`src/rtl/sd_sinc1_pkg.sv`:
```
package sd_sinc1_pkg;
  localparam int unsigned BUS_W  = 16;
  localparam int unsigned DATA_W = 32;
  localparam int unsigned FLAG_N = 5;

  localparam logic [2:0] A_CTRL  = 3'd0;
  localparam logic [2:0] A_RATIO = 3'd1;
  localparam logic [2:0] A_HI    = 3'd2;
  localparam logic [2:0] A_LO    = 3'd3;
  localparam logic [2:0] A_DHI   = 3'd4;
  localparam logic [2:0] A_DLO   = 3'd5;
  localparam logic [2:0] A_STAT  = 3'd6;
  localparam logic [2:0] A_CLR   = 3'd7;

  localparam int F_RDY  = 0;
  localparam int F_HI   = 1;
  localparam int F_LO   = 2;
  localparam int F_FAIL = 3;
  localparam int F_MST  = 4;

  // strobes from control to datapath
  typedef struct packed {
    logic bitStb;
    logic bitVal;
    logic dumpStb;
    logic clrAcc;
  } dpCtl_t;
endpackage

```
`src/rtl/sd_sinc1_sync.sv`:
```
module sd_sinc1_sync #(
  parameter int unsigned STAGES = 2
) (
  input  logic clk,
  input  logic rstN,
  input  logic din,
  output logic dout
);
  logic [STAGES-1:0] shiftQ;

  generate
    if (STAGES == 1) begin : g_one
      always_ff @(posedge clk or negedge rstN) begin
        if (!rstN) shiftQ <= '0;
        else       shiftQ <= din;
      end
    end else begin : g_many
      always_ff @(posedge clk or negedge rstN) begin
        if (!rstN) shiftQ <= '0;
        else       shiftQ <= {shiftQ[STAGES-2:0], din};
      end
    end
  endgenerate

  assign dout = shiftQ[STAGES-1];
endmodule

```
`src/rtl/sd_sinc1_dp.sv`:
```
module sd_sinc1_dp
  import sd_sinc1_pkg::*;
#(
  parameter int unsigned RATIO_W = 8
) (
  input  logic              clk,
  input  logic              rstN,
  input  dpCtl_t            ctl,
  input  logic [BUS_W-1:0]  hiThr,
  input  logic [BUS_W-1:0]  loThr,
  output logic [DATA_W-1:0] dataQ,
  output logic              evtRdy,
  output logic              evtHi,
  output logic              evtLo
);
  localparam int unsigned ACC_W = RATIO_W + 2;

  logic signed [ACC_W-1:0]  acc;
  logic signed [ACC_W-1:0]  accSum;
  logic signed [DATA_W-1:0] sumWide;
  logic signed [DATA_W-1:0] hiWide;
  logic signed [DATA_W-1:0] loWide;

  always_comb begin
    accSum  = ctl.bitVal ? acc + ACC_W'(1) : acc - ACC_W'(1);
    sumWide = {{(DATA_W-ACC_W){accSum[ACC_W-1]}}, accSum};
    hiWide  = {{(DATA_W-BUS_W){hiThr[BUS_W-1]}}, hiThr};
    loWide  = {{(DATA_W-BUS_W){loThr[BUS_W-1]}}, loThr};
  end

  always_ff @(posedge clk or negedge rstN) begin
    if (!rstN) begin
      acc <= '0;
    end else if (ctl.clrAcc || ctl.dumpStb) begin
      acc <= '0;
    end else if (ctl.bitStb) begin
      acc <= accSum;
    end
  end

  always_ff @(posedge clk or negedge rstN) begin
    if (!rstN) begin
      dataQ  <= '0;
      evtRdy <= 1'b0;
      evtHi  <= 1'b0;
      evtLo  <= 1'b0;
    end else begin
      evtRdy <= ctl.dumpStb;
      evtHi  <= ctl.dumpStb && (sumWide > hiWide);
      evtLo  <= ctl.dumpStb && (sumWide < loWide);
      if (ctl.dumpStb) dataQ <= sumWide;
    end
  end
endmodule

```
`src/rtl/sd_sinc1_ctrl.sv`:
```
module sd_sinc1_ctrl
  import sd_sinc1_pkg::*;
#(
  parameter int unsigned RATIO_W = 8,
  parameter int unsigned TIMEOUT = 64
) (
  input  logic               clk,
  input  logic               rstN,
  input  logic               clkS,
  input  logic               datS,
  input  logic [2:0]         regAddr,
  input  logic               regWrEn,
  input  logic [BUS_W-1:0]   regWdata,
  output logic [BUS_W-1:0]   regRdata,
  input  logic [DATA_W-1:0]  dataQ,
  input  logic               evtRdy,
  input  logic               evtHi,
  input  logic               evtLo,
  output dpCtl_t             ctl,
  output logic [BUS_W-1:0]   hiThr,
  output logic [BUS_W-1:0]   loThr,
  output logic [FLAG_N-1:0]  status,
  output logic               enQ,
  output logic [RATIO_W-1:0] ratioQ,
  output logic               intOut
);
  localparam int unsigned WD_W = $clog2(TIMEOUT + 1);
  localparam int unsigned IE_N = FLAG_N - 1;

  logic              clkPrev;
  logic              rise;
  logic [RATIO_W-1:0] bitCnt;
  logic [RATIO_W:0]   cntNext;
  logic [WD_W-1:0]    wdCnt;
  logic               failEvt;
  logic [IE_N-1:0]    ieQ;
  logic [IE_N-1:0]    setVec;
  logic [FLAG_N-1:0]  clrVec;
  logic               mstSet;

  // edge detection on the synchronized modulator clock
  always_ff @(posedge clk or negedge rstN) begin
    if (!rstN) clkPrev <= 1'b0;
    else       clkPrev <= clkS;
  end
  assign rise = clkS && !clkPrev;

  // decimation counting and strobes
  always_comb begin
    cntNext     = {1'b0, bitCnt} + {{RATIO_W{1'b0}}, 1'b1};
    ctl         = '0;
    ctl.clrAcc  = !enQ;
    ctl.bitStb  = enQ && rise;
    ctl.bitVal  = datS;
    ctl.dumpStb = enQ && rise && (cntNext >= {1'b0, ratioQ});
  end

  always_ff @(posedge clk or negedge rstN) begin
    if (!rstN) begin
      bitCnt <= '0;
    end else if (!enQ || ctl.dumpStb) begin
      bitCnt <= '0;
    end else if (ctl.bitStb) begin
      bitCnt <= cntNext[RATIO_W-1:0];
    end
  end

  // modulator clock watchdog
  assign failEvt = enQ && !rise && (wdCnt == WD_W'(TIMEOUT - 1));

  always_ff @(posedge clk or negedge rstN) begin
    if (!rstN) begin
      wdCnt <= '0;
    end else if (!enQ || rise) begin
      wdCnt <= '0;
    end else if (wdCnt != WD_W'(TIMEOUT)) begin
      wdCnt <= wdCnt + WD_W'(1);
    end
  end

  // configuration registers
  always_ff @(posedge clk or negedge rstN) begin
    if (!rstN) begin
      enQ    <= 1'b0;
      ieQ    <= '0;
      ratioQ <= RATIO_W'(16);
      hiThr  <= {1'b0, {(BUS_W-1){1'b1}}};
      loThr  <= {1'b1, {(BUS_W-1){1'b0}}};
    end else if (regWrEn) begin
      case (regAddr)
        A_CTRL: begin
          enQ <= regWdata[0];
          ieQ <= regWdata[IE_N:1];
        end
        A_RATIO: ratioQ <= regWdata[RATIO_W-1:0];
        A_HI:    hiThr  <= regWdata;
        A_LO:    loThr  <= regWdata;
        default: ;
      endcase
    end
  end

  // sticky status, write-one-to-clear, set has priority
  always_comb begin
    setVec         = '0;
    setVec[F_RDY]  = evtRdy;
    setVec[F_HI]   = evtHi;
    setVec[F_LO]   = evtLo;
    setVec[F_FAIL] = failEvt;
    mstSet         = |(setVec & ieQ);
    clrVec         = (regWrEn && regAddr == A_CLR) ? regWdata[FLAG_N-1:0] : '0;
  end

  always_ff @(posedge clk or negedge rstN) begin
    if (!rstN) status <= '0;
    else       status <= (status & ~clrVec) | {mstSet, setVec};
  end

  assign intOut = status[F_MST];

  // read mux
  always_comb begin
    regRdata = '0;
    case (regAddr)
      A_CTRL:  regRdata = BUS_W'({ieQ, enQ});
      A_RATIO: regRdata = BUS_W'(ratioQ);
      A_HI:    regRdata = hiThr;
      A_LO:    regRdata = loThr;
      A_DHI:   regRdata = dataQ[DATA_W-1:BUS_W];
      A_DLO:   regRdata = dataQ[BUS_W-1:0];
      A_STAT:  regRdata = BUS_W'(status);
      default: regRdata = '0;
    endcase
  end
endmodule

```
`src/rtl/sd_sinc1_chan.sv`:
```
module sd_sinc1_chan
  import sd_sinc1_pkg::*;
#(
  parameter int unsigned RATIO_W     = 8,
  parameter int unsigned TIMEOUT     = 64,
  parameter int unsigned SYNC_STAGES = 2
) (
  input  logic        clk,
  input  logic        rstN,
  input  logic        modClk,
  input  logic        modData,
  input  logic [2:0]  regAddr,
  input  logic        regWrEn,
  input  logic [15:0] regWdata,
  output logic [15:0] regRdata,
  output logic        intOut
);
  localparam int unsigned N_SYNC = 2;

  logic [N_SYNC-1:0]  rawIn;
  logic [N_SYNC-1:0]  syncOut;
  dpCtl_t             ctl;
  logic [BUS_W-1:0]   hiThr;
  logic [BUS_W-1:0]   loThr;
  logic [DATA_W-1:0]  dataQ;
  logic               evtRdy;
  logic               evtHi;
  logic               evtLo;
  logic [FLAG_N-1:0]  status;
  logic               enQ;
  logic [RATIO_W-1:0] ratioQ;

  assign rawIn = {modData, modClk};

  for (genvar i = 0; i < N_SYNC; i++) begin : g_sync
    sd_sinc1_sync #(.STAGES(SYNC_STAGES)) u_sync (
      .clk  (clk),
      .rstN (rstN),
      .din  (rawIn[i]),
      .dout (syncOut[i])
    );
  end

  sd_sinc1_ctrl #(.RATIO_W(RATIO_W), .TIMEOUT(TIMEOUT)) u_ctrl (
    .clk      (clk),
    .rstN     (rstN),
    .clkS     (syncOut[0]),
    .datS     (syncOut[1]),
    .regAddr  (regAddr),
    .regWrEn  (regWrEn),
    .regWdata (regWdata),
    .regRdata (regRdata),
    .dataQ    (dataQ),
    .evtRdy   (evtRdy),
    .evtHi    (evtHi),
    .evtLo    (evtLo),
    .ctl      (ctl),
    .hiThr    (hiThr),
    .loThr    (loThr),
    .status   (status),
    .enQ      (enQ),
    .ratioQ   (ratioQ),
    .intOut   (intOut)
  );

  sd_sinc1_dp #(.RATIO_W(RATIO_W)) u_dp (
    .clk    (clk),
    .rstN   (rstN),
    .ctl    (ctl),
    .hiThr  (hiThr),
    .loThr  (loThr),
    .dataQ  (dataQ),
    .evtRdy (evtRdy),
    .evtHi  (evtHi),
    .evtLo  (evtLo)
  );
endmodule

```
`config.mk`:
```
export PLATFORM = sky130hd
export DESIGN_NAME = sd_sinc1_chan
export DESIGN_NICKNAME = d
export VERILOG_FILES = /design/src/rtl/sd_sinc1_pkg.sv /design/src/rtl/sd_sinc1_sync.sv /design/src/rtl/sd_sinc1_dp.sv /design/src/rtl/sd_sinc1_ctrl.sv /design/src/rtl/sd_sinc1_chan.sv
export SDC_FILE = /design/constraint.sdc
export NUM_CORES = 1
export LEC_CHECK = 0
export BUFFER_PORTS_ARGS = -buffer_cell sky130_fd_sc_hd__buf_2
export CORE_MARGIN = 4
export CORE_UTILIZATION = 35
export DETAILED_ROUTE_END_ITERATION = 10
export GPL_ROUTABILITY_DRIVEN = 0
export PLACE_DENSITY = 0.59
export SYNTH_ARGS = -nofsm -noshare
export SYNTH_HDL_FRONTEND = slang
export SYNTH_SLANG_ARGS = --single-unit
```
`constraint.sdc`:
```
create_clock -name clk -period 9.25 [get_ports clk]
set_clock_uncertainty 0.15 [all_clocks]
set_input_delay 0.925 -clock clk [delete_from_list [all_inputs] [get_ports clk]]
set_output_delay 0.925 -clock clk [all_outputs]
set_load 0.01 [all_outputs]
```
======== Word level (Yosys, flattened, before mapping) ========
Cells that the tools add are included.
cells by class
  add/sub/neg operators ................... 4
  magnitude comparators ................... 3
  equal/unequal tests ..................... 9
  multiplexer cells ....................... 9
  bitwise gates (word level) .............. 4
  reductions and logical operators ........ 21
operators by type and width
  operator               count
  $pmux 16 s7            1
  $mux 10                3
  $gt 10x16->1           1
  $lt 10x16->1           1
  $mux 8                 2
  $mux 7                 2
  $eq 3x3->1 const B     4
  $add 10x2->10 const B  1
  $sub 10x2->10 const B  1
  $add 8x1->9 const B    1
  $ge 9x8->1             1
  $logic_and 1x1->1      8
  $reduce_and 2->1       4
  $add 7x1->7 const B    1
  $eq 7x6->1 const B     1
  $ne 7x7->1 const B     1
  $eq 3x2->1 const B     2
  $and 5x5->5            1
  $mux 5                 1
  $not 5->5              1
  $or 5x5->5             1
  $and 4x4->4            1
  $reduce_bool 2->1      2
  $reduce_or 4->1        1
  4 further kinds        7
word-level totals
  register bits ........................... 93
  input bits .............................. 24
  output and inout bits ................... 17

======== Depth between registers and ports, before layout ========
Gate-level depths: netlist of run 1.
  depth in word-level cells ............... 8
  gate-level depth with buffers ........... 14
  mapped depth without buffers ............ 14

======== Modules after synthesis ========
Synthesis of run 1 repeated with hierarchy kept, for this count alone.
unflattened totals
  cell total of the unflattened synthesis .. 611
  area, all modules ....................... 6105.9 um^2
modules (own cells, without submodules)
  module         times used  cells each  area each (um^2)
  sd_sinc1_ctrl  1           328         3613.5
  sd_sinc1_dp    1           279         2392.3
  sd_sinc1_sync  2           2           50.0

======== Worst setup path before layout of run 1 ========
No wires, ideal clock.
  path type ............................... register to register
  start ................................... register g_sync[1].u_sync.shiftQ[1]
  end ..................................... register u_dp.evtLo
  setup time .............................. 0.072 ns
  data arrival time ....................... 3.572 ns
  required time ........................... 9.028 ns
  slack ................................... 5.456 ns
  stages on the path, launching flop included .. 15
  path buffers ............................ 0
  clock period less this slack ............ 3.794 ns
  cells stage by stage .................... dfrtp_1 > inv_1 > ha_1 > a21o_1 > a21o_1 > a21o_1 > a21oi_1 > nand3_1 > ha_1 > and4_1 > nand4_1 > or4_1 > o211ai_1 > mux2_2 > nor2_1
on the way
  word-level cells in the longest chain between the ends .. 3
ends and longest elaborated chain
  element                   RTL line             source
  start, declared           sd_sinc1_sync.sv:9   logic [STAGES-1:0] shiftQ;
  start signal, assigned    sd_sinc1_sync.sv:20  else shiftQ <= {shiftQ[STAGES-2:0], din};
  $mux 10                   sd_sinc1_dp.sv:25    accSum = ctl.bitVal ? acc + ACC_W'(1) : acc - ACC_W'(1);
  named net u_dp.accSum[9]  sd_sinc1_dp.sv:19    logic signed [ACC_W-1:0] accSum;
  $lt 10x16->1              sd_sinc1_dp.sv:50    evtLo <= ctl.dumpStb && (sumWide < loWide);
  $logic_and 1x1->1         sd_sinc1_dp.sv:50
  end signal, assigned      sd_sinc1_dp.sv:50
  end, declared             sd_sinc1_dp.sv:14    output logic evtLo
The timed path passes the listed nets, and every way through them passes these cells.
A chain may end at the register's enable or synchronous reset.

======== Worst setup path after layout of run 1 ========
Ends and elaborated chain as after synthesis.

==> results.md, run 1 <==
| Group | Metric | Reported |
| --- | --- | --- |
| yosys | Largest family of logic cells by synthesized area | compound AO/OA/AOI/OAI gates |
| critical path | Critical-path cell list | inv_1 > ha_1 > a21o_1 > a21o_1 > a21o_1 > a21oi_1 > nand3_1 > ha_1 > and4_1 > nand4_1 > or4_1 > o211ai_1 > mux2_2 > nor2_1 |
| critical path | CP endpoint kind | flop |
| clock tree | CTS-repair resized insts | 0 |
| critical path | Biggest cell delay along the critical path | 0.56 ns |
| drt | Drt first pass iters | 5 |
| global route | Initial antenna violation count | 0 |
| power and ir drop | Pwr/cell area | 223 nW/µm² |
| die | # IOs | 41 |
| die | Horiz. Die Dim | 134 µm |
| clock tree | CTS sink count | 93 |
| clock tree | Inserted Clock Buffers | 9 |
| global route | First-pass GRT wire length | 23200 µm |
| layout | Number of nets in the layout | 671 |
| yosys | Library cell occupying the most area in the post-synthesis netlist | sky130_fd_sc_hd__dfrtp_1 |
| drt | Wire length after detailed routing | 13600 µm |
| min path | Hold Path Class | reg -> reg |
| yosys | Share of synthesized cell area in and, or, nand and nor gates | 12.5% |
| yosys | Library cells used by synthesis | 59 |
| critical path | Slowest cell on the critical path | sky130_fd_sc_hd__ha_1 |
| clock tree | Post-cts hold buffer count | 0 |
| placement | Number of buffer cells added on primary ports | 40 |
| yosys | Area fraction in compound gates after synthesis | 14.8% |
| critical path | Type of element launching the critical path | flop |
| critical path | Required time of the worst setup path | 9.39 ns |
| global route | Residual overflow from global routing | 0 |
| critical path | Peak fanout along the critical path | 16 |
| yosys | Mux share of post-synthesis cell area | 11.4% |
| drt | Remaining DRCs | 0 |
| sta | Share of the cycle needed by the critical path after routing | 46.8% |
| layout | Fraction of layout instances using a drive strength above 1 | 20.0% |
| die | Core area | 15400 µm² |
| drt | First DRT Iteration DRCs | 255 |
| critical path | Reg-to-reg setup timing slack | 4.92 ns |
| die | Std cell rows | 45 |
| placement | Placed wire-length estimate after detailed placement | 10100 µm |
| drt | Detailed-route vias per instance | 5.20 |
| yosys | Number of enable flip-flop cells after synthesis | 0 |
| sta | RSZ-0062 raised after global routing | false |
| critical path | Reg2reg end | u_dp.evtLo |
| yosys | Top_reg_cell synth | sky130_fd_sc_hd__dfrtp_1 |
| layout | Number of diodes added for antenna fixing | 0 |
| clock tree | Post-CTS setup buffers | 0 |
| power and ir drop | Leakage dissipation | 2.99 nW |
| clock tree | Clock-pin slew on the worst setup and hold paths | 0.07 ns |
| layout | Most frequent cells in the layout | 76 x sky130_fd_sc_hd__dfrtp_1, 61 x sky130_fd_sc_hd__nand2_1, 50 x sky130_fd_sc_hd__ha_1 |
| drt | Total via count after detailed routing | 4224 |
| critical path | Arrival time at the worst endpoint | 4.47 ns |
| sta | Total Neg Setup Slack | 0 ns |
| yosys | Avg Cell Area, Syn | 9.95 µm² |
| yosys | Number of standard cells after synthesis | 563 |
| sta | Max-slew headroom at the worst pin | 16.5% |
| critical path | Total buffers and inverters traversed by the critical path | 1 |
| yosys | Net count after synthesis | 638 |
| critical path | Launching point of the worst reg2reg path | g_sync[1].u_sync.shiftQ[1] |
| layout | Most common cell after layout, fill and taps aside | sky130_fd_sc_hd__dfrtp_1 |
| critical path | Most numerous cell on the critical path | sky130_fd_sc_hd__a21o_1 |
| power and ir drop | Overall power | 1.40 mW |
| critical path | Worst Reg2Reg Path Length in Cells | 14 |
| critical path | Launch point of the worst path | g_sync[1].u_sync.shiftQ[1] |
| placement | Post-DP Area | 5980 µm² |
| layout | Count of filler cells inserted in the layout | 1564 |
| die | Vert. Die Dim | 134 µm |
| sta | Shortest period the worst path allows | 4.33 ns |
| yosys | Synth Cell Area | 5600 µm² |
| die | Total die area | 18100 µm² |
| status | Status | completed |
| clock tree | Clock tree from TritonCTS | yes |
| drt | Routed wire per std cell | 16.8 µm |
| sta | Number of failing setup endpoints in the final timing report | 0 |
| clock tree | Max Buffers Root-to-Sink | 2 |
| die | Initial Utilization | 36.3% |
| clock tree | Clock Tree Root | sky130_fd_sc_hd__clkbuf_16 |
| power and ir drop | Largest voltage drop on the vdd net | 0.000124 V |
| yosys | Number of warnings reported in the yosys synthesis log | 0 |
| critical path | Kind of cell adding the most delay to the critical path | simple AND/OR/NAND/NOR gates |
| flow run | Number of max-cap violations | 0 |
| sta | Highest Clock Rate | 231 MHz |
| critical path | Worst setup path endpoint | u_dp.evtLo |
| yosys | Yosys reg bits | 93 |
| critical path | Type of the setup path with the least slack | reg -> reg |
| drt | Number of nets with antenna violations after detailed routing | 0 |
| yosys | Top cells by area in the synthesized netlist | sky130_fd_sc_hd__dfrtp_1 34%, sky130_fd_sc_hd__ha_1 11%, sky130_fd_sc_hd__dfstp_2 8.0%, sky130_fd_sc_hd__mux2_2 5.6%, sky130_fd_sc_hd__o21ai_0 4.1% |
| layout | Finished layout cell area | 6290 µm² |
| yosys | Adder-cell share of the synthesized area | 11.5% |
| sta | Count of final hold-check violations | 0 |
| sta | Slew at the pin with the worst max-slew slack | 1.25 ns |
| yosys | Post-Synth XOR/XNOR Area | 2.82% |
| sta | Max-slew violation count | 0 |
| global route | Tot GR Track Use | 16.2% |
| yosys | Fraction of the yosys area taken by sequential cells | 41.9% |
| clock tree | Later-pin clock latency in the skew report | 0.35 ns |
| clock tree | H-tree levels | 3 |
| yosys | Area share of the leading cell type in the synthesized netlist | 34.0% |
| global route | Pin count of the biggest net entering global routing | 69 |
| global route | Vias in the first global route | 4398 |
| layout | Post-synthesis to final-layout area growth | 12.3% |
| layout | Final Util | 40.8% |
| critical path | Total number of cells along the worst setup path | 14 |
| yosys | Fraction of registers with async set or reset after synthesis | 100% |
==> cell type report <==
type / count / area [µm²] / share of cell area, %
repair buffers: 42 / 218 / 3.46
well taps: 211 / 264 / 4.20
clock inverters: 7 / 80.1 / 1.27
clock buffers: 9 / 225 / 3.58
inverters: 48 / 183 / 2.90
multi-input cells: 402 / 2970 / 47.2
flip-flops and latches: 93 / 2350 / 37.3
==> stage by stage <==
stage / std cells / hold slack (ns) / setup WS (ns)
global route: 812 / 0.226 / 4.62
detailed placement: 796 / 0.191 / 4.96
finish: 812 / 0.201 / 4.92
global placement: 796 / 0.193 / 5.14
CTS: 812 / 0.204 / 4.91
floorplan: 563 / 0.181 / 5.46
==> registers in the layout (all words and copies together) (netlist names), 5 cells and up <==
name,cells
u_ctrl.hiThr,16
u_ctrl.loThr,16
u_dp.acc,10
u_dp.dataQ,10
u_ctrl.bitCnt,8
u_ctrl.ratioQ,8
u_ctrl.wdCnt,7
u_ctrl.status,5
==> report_power, final <==
part	switching, mW	internal, mW
Sequential	0.0497	0.487
Combinational	0.274	0.209
Clock	0.171	0.213
==> cells by family after synthesis <==
family / after synthesis
adders and majority gates: 51
xor gates and xnor gates: 18
muxes: 54
buffers and inverters: 68
and+or+nand+nor: 147
AOI/OAI and AO/OA: 132
DFF: 93
==> per-layer routing <==
metal	up-vias	routed length [µm]	part of all wire [%]	global-route usage, %
met4	0	228	1.7	4.98
li1	2053	-	-	-
met2	93	6010	44	24.2
met3	15	711	5.2	3.39
met1	2063	6660	49	23.5
met5	-	0	0	0
==> Yosys cell counts, drive strengths merged, types with 2 or more instances <==
cell and n:
nor3 5, clkbuf 11, o22ai 3, xor2 7
a22o 9, dfstp 17, buf 9, nand4 3
mux4 3, inv 48, dfrtp 76, o31a 2
a31oi 4, nand3 13, xnor2 11, nand2b 9
nand2 61, o221ai 3, a21o 15, mux2i 18
a2111oi 2, nor4b 2, ha 50, o21ai 48
and3 4, mux2 33, a21oi 36, nor2 32
nand3b 3, nor2b 7
==> worst min-delay path by stage <==
stage / from / to / cells after the start
finish: g_sync[0].u_sync.shiftQ[0] / g_sync[0].u_sync.shiftQ[1] / 0
global route: g_sync[0].u_sync.shiftQ[0] / g_sync[0].u_sync.shiftQ[1] / 0
CTS: g_sync[0].u_sync.shiftQ[0] / g_sync[0].u_sync.shiftQ[1] / 0
detailed placement: g_sync[0].u_sync.shiftQ[0] / g_sync[0].u_sync.shiftQ[1] / 0
global placement: g_sync[0].u_sync.shiftQ[0] / g_sync[0].u_sync.shiftQ[1] / 0
floorplan: g_sync[0].u_sync.shiftQ[0] / g_sync[0].u_sync.shiftQ[1] / 0
(Power assumes the default switching activity.)
==> inputs of run 2 (changes only) <==
--- a/config.mk
+++ b/config.mk
@@ -5,12 +5,13 @@
 export SDC_FILE = /design/constraint.sdc
 export NUM_CORES = 1
 export LEC_CHECK = 0
+export ABC_AREA = 1
 export BUFFER_PORTS_ARGS = -buffer_cell sky130_fd_sc_hd__buf_2
 export CORE_MARGIN = 4
 export CORE_UTILIZATION = 35
 export DETAILED_ROUTE_END_ITERATION = 10
 export GPL_ROUTABILITY_DRIVEN = 0
-export PLACE_DENSITY = 0.59
+export PLACE_DENSITY = 0.61
 export SYNTH_ARGS = -nofsm -noshare
 export SYNTH_HDL_FRONTEND = slang
 export SYNTH_SLANG_ARGS = --single-unit
==> constraint.sdc (replaced) <==
create_clock -name clk -period 3.5 [get_ports clk]
set_clock_uncertainty 0.15 [all_clocks]
set_input_delay 0.35 -clock clk [delete_from_list [all_inputs] [get_ports clk]]
set_output_delay 0.35 -clock clk [all_outputs]
set_load 0.01 [all_outputs]
==> run 2 against run 1 <==
Against the previous run: via count up 10%; combinational power rose to 2.8 times the previous value; final cell count grew 18%; critical path type unchanged; critical endpoint unchanged; largest cell class unchanged.
==> results.md, run 2 <==
| Group | Metric | Reported |
| --- | --- | --- |
| status | Status | completed |
| layout | Post-synthesis to final-layout area growth | 14.3% |
| global route | First-pass GRT wire length | 23500 µm |
| yosys | Synth Cell Area | 5590 µm² |
| power and ir drop | Leakage dissipation | 3.32 nW |
| yosys | Yosys reg bits | 93 |
| yosys | Net count after synthesis | 770 |
| power and ir drop | Pwr/cell area | 597 nW/µm² |
| sta | Max-slew headroom at the worst pin | 34.6% |
| layout | Count of filler cells inserted in the layout | 1607 |
| drt | Number of nets with antenna violations after detailed routing | 0 |
| placement | Number of buffer cells added on primary ports | 40 |
| power and ir drop | Largest voltage drop on the vdd net | 0.000292 V |
| drt | Total via count after detailed routing | 4646 |
| sta | RSZ-0062 raised after global routing | false |
| critical path | Most numerous cell on the critical path | sky130_fd_sc_hd__nand2_1 |
| layout | Most common cell after layout, fill and taps aside | sky130_fd_sc_hd__nand2_1 |
| layout | Largest registers | u_ctrl.hiThr x16, u_ctrl.loThr x16 |
| critical path | Critical-path cell list | inv_1 > fa_1 > inv_1 > nand4_1 > o211ai_1 > xor2_1 > ha_1 > nand2_1 > nor2_1 > nor3_1 > nand2_1 > nand2_1 > nand2_1 > nand2_1 > nand2_1 > nor2_1 |
| drt | Routed wire per std cell | 14.7 µm |
| clock tree | CTS sink count | 93 |
| yosys | Fraction of registers with async set or reset after synthesis | 100% |
| die | Std cell rows | 45 |
| critical path | Arrival time at the worst endpoint | 3.24 ns |
| flow run | Number of max-cap violations | 0 |
| layout | Finished layout cell area | 6390 µm² |
| clock tree | Post-CTS setup buffers | 0 |
| die | Core area | 15400 µm² |
| die | Total die area | 18000 µm² |
| clock tree | Clock-pin slew on the worst setup and hold paths | 0.07 ns |
| yosys | Number of enable flip-flop cells after synthesis | 0 |
| sta | Number of failing setup endpoints in the final timing report | 0 |
| global route | Vias in the first global route | 4576 |
| yosys | Library cell occupying the most area in the post-synthesis netlist | sky130_fd_sc_hd__dfrtp_1 |
| yosys | Top cells by area in the synthesized netlist | sky130_fd_sc_hd__dfrtp_1 34%, sky130_fd_sc_hd__nand2_1 11%, sky130_fd_sc_hd__ha_1 11%, sky130_fd_sc_hd__dfstp_2 8.0%, sky130_fd_sc_hd__inv_1 7.7% |
| die | # IOs | 41 |
| yosys | Top_reg_cell synth | sky130_fd_sc_hd__dfrtp_1 |
| global route | Tot GR Track Use | 16.5% |
| clock tree | Clock Tree Root | sky130_fd_sc_hd__clkbuf_16 |
| sta | Highest Clock Rate | 321 MHz |
| yosys | Number of standard cells after synthesis | 695 |
| global route | Pin count of the biggest net entering global routing | 48 |
| drt | Drt first pass iters | 5 |
| yosys | Avg Cell Area, Syn | 8.04 µm² |
| layout | Number of diodes added for antenna fixing | 0 |
| yosys | Synth cell count leaders | 171 x sky130_fd_sc_hd__nand2_1, 114 x sky130_fd_sc_hd__inv_1, 76 x sky130_fd_sc_hd__dfrtp_1, 74 x sky130_fd_sc_hd__o21ai_0, 50 x sky130_fd_sc_hd__ha_1 |
| clock tree | H-tree levels | 3 |
| clock tree | Max Buffers Root-to-Sink | 2 |
| yosys | Library cells used by synthesis | 42 |
| yosys | Area share of the leading cell type in the synthesized netlist | 34.1% |
| die | Vert. Die Dim | 134 µm |
| layout | Number of nets in the layout | 817 |
| die | Initial Utilization | 36.2% |
| sta | Count of final hold-check violations | 0 |
| clock tree | Clock tree from TritonCTS | yes |
| clock tree | Inserted Clock Buffers | 9 |
| sta | Share of the cycle needed by the critical path after routing | 88.9% |
| yosys | Fraction of the yosys area taken by sequential cells | 42.0% |
| critical path | Type of element launching the critical path | flop |
| die | Horiz. Die Dim | 134 µm |
| sta | Max-slew violation count | 0 |
| layout | Most frequent cells in the layout | 170 x sky130_fd_sc_hd__nand2_1, 112 x sky130_fd_sc_hd__inv_1, 76 x sky130_fd_sc_hd__dfrtp_1 |
| sta | Slew at the pin with the worst max-slew slack | 0.978 ns |
| sta | Total Neg Setup Slack | 0 ns |
| sta | Final-layout worst hold slack | 0.0770 ns |
| layout | Fraction of layout instances using a drive strength above 1 | 13.3% |
| critical path | Peak fanout along the critical path | 6 |
| min path | Hold Path Class | in -> reg |
| critical path | Biggest cell delay along the critical path | 0.49 ns |
| placement | Placed wire-length estimate after detailed placement | 10700 µm |
| drt | Remaining DRCs | 0 |
| critical path | Slowest cell on the critical path | sky130_fd_sc_hd__dfrtp_1 |
| drt | First DRT Iteration DRCs | 328 |
| clock tree | Later-pin clock latency in the skew report | 0.35 ns |
| critical path | Required time of the worst setup path | 3.63 ns |
| placement | Post-DP Area | 6030 µm² |
| sta | Shortest period the worst path allows | 3.11 ns |
| global route | Residual overflow from global routing | 0 |
| drt | Wire length after detailed routing | 14100 µm |
| yosys | Number of warnings reported in the yosys synthesis log | 0 |
| global route | Initial antenna violation count | 0 |
| critical path | Type of the setup path with the least slack | reg -> reg |
| drt | Detailed-route vias per instance | 4.85 |
| yosys | Leading cell type by number of instances after synthesis | sky130_fd_sc_hd__nand2_1 |
| critical path | CP endpoint kind | flop |
-- run 2: cell types whose count changed after synthesis, sizes merged, moves of 18 or more --
cell / change
nand2: +114
inv: +66
mux2: -33
o21ai: +26
nand3: +19
mux2i: -18
-- run 2: critical path: cells and delay by family, from the launching register on --
family	cells	cell delay, ns
xor gates and xnor gates	1	0.45
AOI/OAI and AO/OA	1	0.11
DFF	1	0.49
buffers and inverters	2	0.27
adders and majority gates	2	0.81
and+or+nand+nor	10	0.75
-- run 2: metrics by stage --
stage	total power, mW	utilization, %	instances	setup WS (ns)
floorplan	2.36	-	695	0.713
global placement	2.77	39.1	938	0.330
detailed placement	2.80	39.1	938	0.275
CTS	3.83	41.2	957	0.241
global route	4.13	41.4	958	0.103
finish	3.82	41.4	958	0.388
-- run 2: final timing paths --
path                            cells past startpoint                    endpoint                       start  slack, ns
worst max-delay path                               16                  u_dp.evtLo                 u_dp.acc[0]       0.39
worst min-delay path                                3            u_ctrl.hiThr[11]                regWdata[11]       0.08
worst max register to register                     16                  u_dp.evtLo                 u_dp.acc[0]       0.39
worst min register to register                      0  g_sync[0].u_sync.shiftQ[1]  g_sync[0].u_sync.shiftQ[0]       0.20
max in group asynchronous                           3            u_ctrl.hiThr[12]                        rstN       1.98
min in group asynchronous                           2            u_ctrl.ratioQ[1]                        rstN       0.39
-- run 2: routing by layer --
metal / GRT usage [%] / share of wire (%) / wire length, µm
met5: 0 / 0 / 0
met4: 5.32 / 1.4 / 196
met3: 3.60 / 4.5 / 639
met2: 26.0 / 46 / 6490
met1: 22.7 / 48 / 6750
-- run 2: logic make-up (layout without fill, tap and decap cells) --
logic type                 Yosys count  count (layout)  synth area share (%)
and+or+nand+nor                    269             269                  20.9
AOI/OAI and AO/OA                  139             139                  14.4
buffers and inverters              130             182                  9.03
DFF                                 93              93                  42.0
adders and majority gates           51              51                  11.6
xor gates and xnor gates            13              13                  2.04
-- run 2: cell type report --
class                      instances  area, µm²  share of cell area [%]
clock buffer                      11        243                    3.80
clock inverter                     5       58.8                   0.921
inverter                         116        439                    6.88
multi-input combinational        472       2750                    43.0
sequential                        93       2350                    36.8
tap                              211        264                    4.13
timing repair buffer              49        278                    4.35
timing repair inverter             1       7.51                   0.118
-- run 2: report_power, final --
group,internal [mW],switching [mW]
clock,0.576,0.436
combinational,0.515,0.823
sequential,1.30,0.161
-- run 2: repair_timing --
action / 4_1_cts / 5_1_grt
setup endpoints to repair: 0 / 2
hold endpoints to repair: 42 / 0
gates resized for setup: 0 / 8
hold buffers: 3 / 0
